File: src/rtl/skip_ctrl.sv
module skip_ctrl #(
  parameter int NFLAG = 8,
  parameter int NIRQ  = 32,
  parameter int SEL_W = $clog2(NIRQ),
  parameter int CNT_W = 4
) (
  input  logic             clk,
  input  logic             rst_n,
  input  logic             test_valid,
  input  logic [2:0]       test_op,
  input  logic [SEL_W-1:0] test_sel,
  input  logic [NFLAG-1:0] flags,
  input  logic [NIRQ-1:0]  irqs,
  input  logic             mem_bit,
  output logic             test_ready,
  input  logic             len_valid,
  input  logic [1:0]       len_class,
  input  logic             len_ext,
  output logic             skip_pending,
  output logic             irq_clr,
  output logic [SEL_W-1:0] irq_clr_sel,
  output logic             idle,
  output logic [CNT_W-1:0] idle_cnt
);
  localparam int SELN = 1 << SEL_W;
  localparam logic [CNT_W-1:0] C1  = CNT_W'(4);
  localparam logic [CNT_W-1:0] C2X = CNT_W'(7);
  localparam logic [CNT_W-1:0] C2  = CNT_W'(8);
  localparam logic [CNT_W-1:0] C3X = CNT_W'(10);
  localparam logic [CNT_W-1:0] C3  = CNT_W'(11);
  localparam logic [CNT_W-1:0] C4  = CNT_W'(14);

  logic [SELN-1:0] flag_ext, irq_ext;
  logic f_bit, i_bit, hit, accept;
  logic [CNT_W-1:0] load_val;

  always_comb begin
    flag_ext = '0;
    flag_ext[NFLAG-1:0] = flags;
    irq_ext = '0;
    irq_ext[NIRQ-1:0] = irqs;
  end

  assign f_bit = flag_ext[test_sel];
  assign i_bit = irq_ext[test_sel];
  assign test_ready = !skip_pending;
  assign accept = test_valid && test_ready;

  always_comb begin
    case (test_op)
      3'd0:    hit = f_bit;
      3'd1:    hit = !f_bit;
      3'd2:    hit = i_bit;
      3'd3:    hit = !i_bit;
      3'd4:    hit = mem_bit;
      3'd5:    hit = 1'b1;
      default: hit = 1'b0;
    endcase
  end

  assign irq_clr = accept && (test_op == 3'd2) && i_bit;
  assign irq_clr_sel = test_sel;

  always_comb begin
    case (len_class)
      2'd0:    load_val = C1;
      2'd1:    load_val = len_ext ? C2X : C2;
      2'd2:    load_val = len_ext ? C3X : C3;
      default: load_val = C4;
    endcase
  end

  assign idle = (idle_cnt != '0);

  always_ff @(posedge clk) begin
    if (!rst_n) begin
      skip_pending <= 1'b0;
      idle_cnt     <= '0;
    end else if (accept) begin
      skip_pending <= hit;
    end else if (skip_pending) begin
      if (idle) begin
        idle_cnt <= idle_cnt - 1'b1;
        if (idle_cnt == CNT_W'(1)) skip_pending <= 1'b0;
      end else if (len_valid) begin
        idle_cnt <= load_val;
      end
    end
  end
endmodule


File: config.mk
export PLATFORM = sky130hd
export DESIGN_NAME = skip_ctrl
export DESIGN_NICKNAME = d
export VERILOG_FILES = /design/src/rtl/skip_ctrl.sv
export SDC_FILE = /design/constraint.sdc
export NUM_CORES = 1
export LEC_CHECK = 0
export BUFFER_PORTS_ARGS = -buffer_cell sky130_fd_sc_hd__buf_2
export CAP_MARGIN = 30
export CORE_UTILIZATION = 38
export DETAILED_ROUTE_END_ITERATION = 6
export PLACE_DENSITY = 0.79
export SYNTH_ARGS = -nofsm -noshare
export SYNTH_HDL_FRONTEND = slang
export SYNTH_SLANG_ARGS = --single-unit
File: constraint.sdc
create_clock -name clk -period 2.1 [get_ports clk]
set_clock_uncertainty 0.2 [all_clocks]
set_input_delay 0.105 -clock clk [delete_from_list [all_inputs] [get_ports clk]]
set_output_delay 0.105 -clock clk [all_outputs]
set_load 0.005 [all_outputs]
==> reports/metrics.cfg, run 1 <==
[sta]
fin_crit_ps=1950
finalMaxSlewViolations=0
setup_tns_ps=0
rsz0062_at_grt=false
hold_viol=0
maxSlewHeadroom_pct=79.7
timing.final.crit_share_pct=92.8
setup_violations=0
layout_setup_ws_ps=152
max_freq_mhz=513
tightestPinTransition_ps=304

[die]
fp.coreArea_um2=2000
ioPinCount=69
chipHeight_um=48.5
die-area_um2=2360
start_util_pct=41.1
fp-row-count=16
die_x_um=48.5

[synth]
yosysTopAreaCell=mux2i_1
synth.area.top_cells=mux2i_1 (22%), dfxtp_1 (12%), buf_4 (5.5%)
yosysUniqueCellTypes=35
synth_area_um2=823
synthArstFlopShare_pct=0
synth_top_family_by_area=simple AND/OR/NAND/NOR gates
ys.flop_type=dfxtp_1
synth.area.mux_share_pct=26.0
synth-xor-area-share_pct=0
synth_nets=163
ys_ff_latch=5
synth_area_per_cell_um2=7.84
synthSimpleGateAreaFrac_pct=26.0
yosys-top-cells-count=mux2i_1 (18), a21oi_1 (8), buf_4 (6), nand2_1 (6), nor2_1 (6)
yosysMostFrequentCell=mux2i_1
yosys.area_share.adder_pct=3.04
ys_seq_area_share_pct=12.2
synth-compound-area-share_pct=23.1
syn_inst=105
synth_enable_flop_cells=0
yosys.area.top_type_share_pct=21.9
ys_warn_count=0

[finish]
nets=232
layout-drive-gt1-share_pct=46.2
diodes=0
multi_input_area_um2=654
fillers=196
register_area_um2=100
syn_to_final_growth_pct=47.3
fin_cells=200

[detailed_routing]
viasPerCell=5.20
ant_nets=0
drtPass1Iterations=4
met3_length_um=216
highest_layer=met4
m1WireLength_um=865
drt_iter0_markers=17
wl_met2_mm=1.22
routedWlPerCell_um=11.8
vias=1040
wl_mm=2.35
drc=0

[clocking]
numCtsBuffers=3
clk_pin_slew_worst_paths_ps=40
clock_sinks=5
clockBufferDepth=2
clock_latency_ps=240
htreeDepth=1
post_cts_buffers=0
root_buffer=clkbuf_4
cts_tree=built

[worst_hold_path]
hold-path-cell-count=3
hold_path_class=primary input to flop

[placement]
io_buffers=68
dp_worst_setup_slack_ps=97.6
gp_congestion=0.803
hpwl_mm=2.03
dp.cells=194

[worst_setup_path]
worstSetupEndpointType=flop
setup.worst_path.start_class=primary input
cp.required_ps=2020
crit_type=primary input to flop
r2r_cells=6
worstPathArrival_ps=1870
path_max_fanout=6

[status]
run_status=finished, final reports clean

[power_and_ir_drop]
p_leak_nw=0.616
irDropWorstVdd_v=0.000229
pwr_density_cell_nw_per_um2=370
totalPowerFinal_mw=0.449

[global_routing]
grt_pass1_vias=1014
track_usage_pct=21.3
grt_overflow=0
grt_max_degree=20
grt_first_pass_wirelength_mm=3.99
grt_antenna_before_repair=0

[run]
cap_viol_max_count=0

-- final timing paths --
path	from	end	slack, ps
worst max-delay path	test_sel[0]	skip_pending	150
worst min-delay path	test_op[1]	skip_pending	60
worst max register to register	skip_pending	skip_pending	180
worst min register to register	idle_cnt[1]	idle_cnt[1]	370
-- registers in the layout, indices dropped and copies added, names as in the netlist --
register	cells
idle_cnt	4
skip_pending	1
-- critical path: stages --
cell and delay [ps]:
buf_2 120, buf_4 150, and2b_2 220, a22oi_1 170
nand3_1 100, and4_1 240, nand4_1 100, dlygate4sd3_1 570
o221ai_2 80
-- area by class of cell --
| class | instances | area share, % |
|---|---|---|
| Tap cell | 27 | 2.79 |
| Sequential cell | 5 | 8.26 |
| Inverter | 5 | 1.55 |
| Timing Repair Buffer | 72 | 31.3 |
| Clock buffer | 4 | 2.17 |
| Multi-Input combinational cell | 87 | 54.0 |
-- placed cells by master, fill, tap and decap left out, drive strengths merged, types with 3 or more instances in the layout --
cell type / count
a21oi: 8
a22oi: 5
and2b: 3
buf: 70
clkbuf: 4
dfxtp: 5
inv: 5
mux2i: 18
nand2: 6
nand2b: 5
nand3: 5
nor2: 6
nor3: 3
o21ai: 5
-- per-layer routing --
| metal | GRT usage (%) | up-vias |
|---|---|---|
| met5 | 0 | - |
| met4 | 10.3 | 0 |
| met3 | 4.72 | 6 |
| met2 | 40.4 | 64 |
| met1 | 21.7 | 444 |
| li1 | - | 526 |
-- power breakdown --
group	leakage, nW	total [mW]	switching [mW]	internal, mW
clock	0.0150	0.109	0.0373	0.0717
sequential	0.0408	0.116	0.0118	0.104
combinational	0.560	0.224	0.107	0.117
total	0.616	0.449	0.157	0.292
-- kinds of logic after synthesis --
kind of cell / count (synthesis)
AOI/OAI and AO/OA: 27
adders and majority gates: 2
buffers and inverters: 13
DFF: 5
muxes: 20
and+or+nand+nor: 38
-- per-stage QoR --
step	hold slack, ps	utilization, %	area, um2
after floorplan	43.2	-	823
after global placement	212	57.5	1150
after detailed placement	223	57.5	1150
after CTS	53.8	59.8	1200
after global routing	80.1	60.6	1210
final	62.8	60.6	1210
-- repair_timing --
item                                   4_1_cts  5_1_grt
hold buffers                                 2        0
endpoints found under the hold margin        1        0
setup endpoints to repair                    0        2
resized for setup                            0        4
Note: power is estimated with default switching activity, not from simulation.
==> inputs of run 2 (changes only) <==
==> constraint.sdc (replaced) <==
create_clock -name clk -period 2.1 [get_ports clk]
set_clock_uncertainty 0.2 [all_clocks]
set_input_delay 0.42 -clock clk [delete_from_list [all_inputs] [get_ports clk]]
set_output_delay 0.42 -clock clk [all_outputs]
set_load 0.005 [all_outputs]
==> run 2 against run 1 <==
  * The flow now finishes with violations (setup timing)
  * Highest routed layer unchanged
  * Fmax decreased by 8.2%
  * Critical path depth decreased by 2
  * Largest cell class unchanged
  * Final area increased by 9.2%
  * Worst setup slack got worse by 170 ps
==> reports/metrics.cfg, run 2 (same netlist as run 1, synthesis figures left out) <==
[status]
run_status=finished with violations  ; was finished, final reports clean
violations=setup timing

[finish]
fillers=175  ; was 196
multi_input_area_um2=711  ; was 654 um2
nets=235  ; was 232
top_regs=idle_cnt x4, skip_pending x1  ; unchanged
final_cell_mix=buf_2 (65), mux2i_1 (17), buf_4 (7)  ; was buf_2 (68), mux2i_1 (18), a21oi_1 (8)
largest_register=idle_cnt  ; unchanged
largest_reg_flops=4  ; unchanged
stdcell_area_um2=1320  ; was 1210 um2
syn_to_final_growth_pct=60.8  ; was 47.3%
layout-drive-gt1-share_pct=55.1  ; was 46.2%
final_common_cell=buf_2  ; unchanged
register_area_um2=101  ; was 100 um2
diodes=0  ; unchanged

[placement]
gp_congestion=0.797  ; was 0.803
hpwl_mm=1.95  ; was 2.03 mm
placed_area_um2=1170  ; was 1150 um2
io_buffers=68  ; unchanged

[sta]
finalMaxSlewViolations=0  ; unchanged
tightestPinTransition_ps=436  ; was 304 ps
setup_violations=2  ; was 0
fin_hold_ws_ps=285  ; was 62.8 ps
max_freq_mhz=471  ; was 513 MHz
maxSlewHeadroom_pct=70.2  ; was 79.7%
hold_viol=0  ; unchanged
layout_setup_ws_ps=-23.2  ; was 152 ps
timing.final.crit_share_pct=101  ; was 92.8%
fin_crit_ps=2120  ; was 1950 ps
rsz0062_at_grt=true  ; was false

[worst_setup_path]
slowest_delay_ps=260  ; was 570 ps
path_cells=buf_12, and2b_2, a22oi_2, nand3_1, and4_1, nor3b_2, buf_2  ; was buf_2, buf_4, and2b_2, a22oi_1, nand3_1, and4_1, nand4_1, dlygate4sd3_1, o221ai_2
slowest_stage=and2b_2  ; was dlygate4sd3_1
rr_endpoint=idle_cnt[1]  ; was skip_pending
path_max_fanout=8  ; was 6
cp.required_ps=1480  ; was 2020 ps
setup.worst_path.start_class=primary input  ; unchanged
r2r-start=idle_cnt[1]  ; was skip_pending
worstSetupEndpointType=primary output  ; was flop
worstPathArrival_ps=1500  ; was 1870 ps
crit_type=primary input to primary output  ; was primary input to flop
regToRegSetupSlack_ps=200  ; was 180 ps
r2r_cells=7  ; was 6

[global_routing]
grt_overflow=0  ; unchanged
grt_pass1_vias=943  ; was 1014
grt_max_degree=20  ; unchanged
grt_antenna_before_repair=0  ; unchanged
track_usage_pct=19.8  ; was 21.3%
grt_first_pass_wirelength_mm=3.80  ; was 3.99 mm

[detailed_routing]
ant_nets=0  ; unchanged
wl_mm=2.35  ; unchanged
routedWlPerCell_um=11.6  ; was 11.8 um
vias=1055  ; was 1040
drc=0  ; unchanged
drt_iter0_markers=8  ; was 17
viasPerCell=5.20  ; about the same
drtPass1Iterations=4  ; unchanged

[power_and_ir_drop]
pwr_density_cell_nw_per_um2=364  ; was 370 nW/um2
p_leak_nw=0.657  ; was 0.616 nW
irDropWorstVdd_v=0.000257  ; was 0.000229 V

[clocking]
clk_pin_slew_worst_paths_ps=40  ; about the same
ctsHoldBuffers=0  ; was 2
cts_tree=built  ; unchanged
clock_sinks=5  ; unchanged
clock_latency_ps=240  ; about the same
htreeDepth=1  ; unchanged
root_buffer=clkbuf_4  ; unchanged
clockBufferDepth=2  ; unchanged
numCtsBuffers=3  ; unchanged

[die]
start_util_pct=41.1  ; unchanged
die_x_um=48.5  ; unchanged
die-area_um2=2360  ; unchanged
chipHeight_um=48.5  ; unchanged
fp-row-count=16  ; unchanged
ioPinCount=69  ; unchanged
fp.coreArea_um2=2000  ; unchanged

[worst_hold_path]
hold-path-cell-count=3  ; unchanged
holdCritStartpoint=rst_n  ; was test_op[1]
hold_path_class=primary input to flop  ; unchanged
whs_endpoint=skip_pending  ; unchanged

[run]
cap_viol_max_count=0  ; unchanged

run 2: cell types whose count changed in the layout (fill, tap and decap cells not counted), sizes merged:
cell,change
dlygate4sd3,-2
buf,+5
run 2: stage by stage:
step / utilization, % / worst slack, ps / TNS (ps) / power [mW] / std cells
2_1_floorplan: - / -93.6 / -139 / 0.244 / 105
3_3_place_gp: 58.3 / -283 / -553 / 0.333 / 196
3_5_place_dp: 58.3 / -354 / -697 / 0.340 / 196
4_1_cts: 63.6 / -51.5 / -51.5 / 0.473 / 202
5_1_grt: 66.1 / -102 / -177 / 0.519 / 203
6_report: 66.1 / -23.2 / -34.4 / 0.482 / 203
run 2: routing by layer:
| layer | share of wire, % | up-vias | GRT usage (%) |
|---|---|---|---|
| met3 | 6.6 | 2 | 2.83 |
| met4 | 0.60 | 0 | 4.41 |
| met2 | 52 | 53 | 38.5 |
| met5 | 0 | - | 0 |
| li1 | - | 532 | - |
| met1 | 41 | 468 | 22.3 |
run 2: worst max path at each step:
stage                            from           end  slack (ps)  cells after the start
after global placement    test_sel[1]       irq_clr        -280                      7
after CTS                 test_sel[0]       irq_clr         -50                      7
final                     test_sel[0]       irq_clr         -20                      7
after global routing      test_sel[0]       irq_clr        -100                      7
after detailed placement  test_sel[1]       irq_clr        -350                      7
after floorplan           test_sel[0]  skip_pending         -90                      6
run 2: repair_timing:
action                                  CTS  global route
resized for setup                        18             9
pin swaps                                 6             7
buffers inserted                          2             1
endpoints found under the setup margin    2             4
run 2: worst max-delay path, delay by kind of cell:
family	cells	cell delay [ps]
AOI/OAI and AO/OA	1	120
and+or+nand+nor	4	740
buffers and inverters	2	220
run 2: power breakdown:
group          total, mW  switching (mW)  leakage [nW]  internal, mW
sequential         0.116          0.0119        0.0413         0.104
clock              0.110          0.0379        0.0150        0.0717
combinational      0.256           0.116         0.601         0.140
run 2: layout make-up:
class / instances / share of cell area (%)
multi-input cells: 87 / 53.7
inverters: 5 / 1.42
clock buffers: 4 / 1.98
well taps: 27 / 2.55
flip-flops and latches: 5 / 7.66
repair buffers: 75 / 32.7
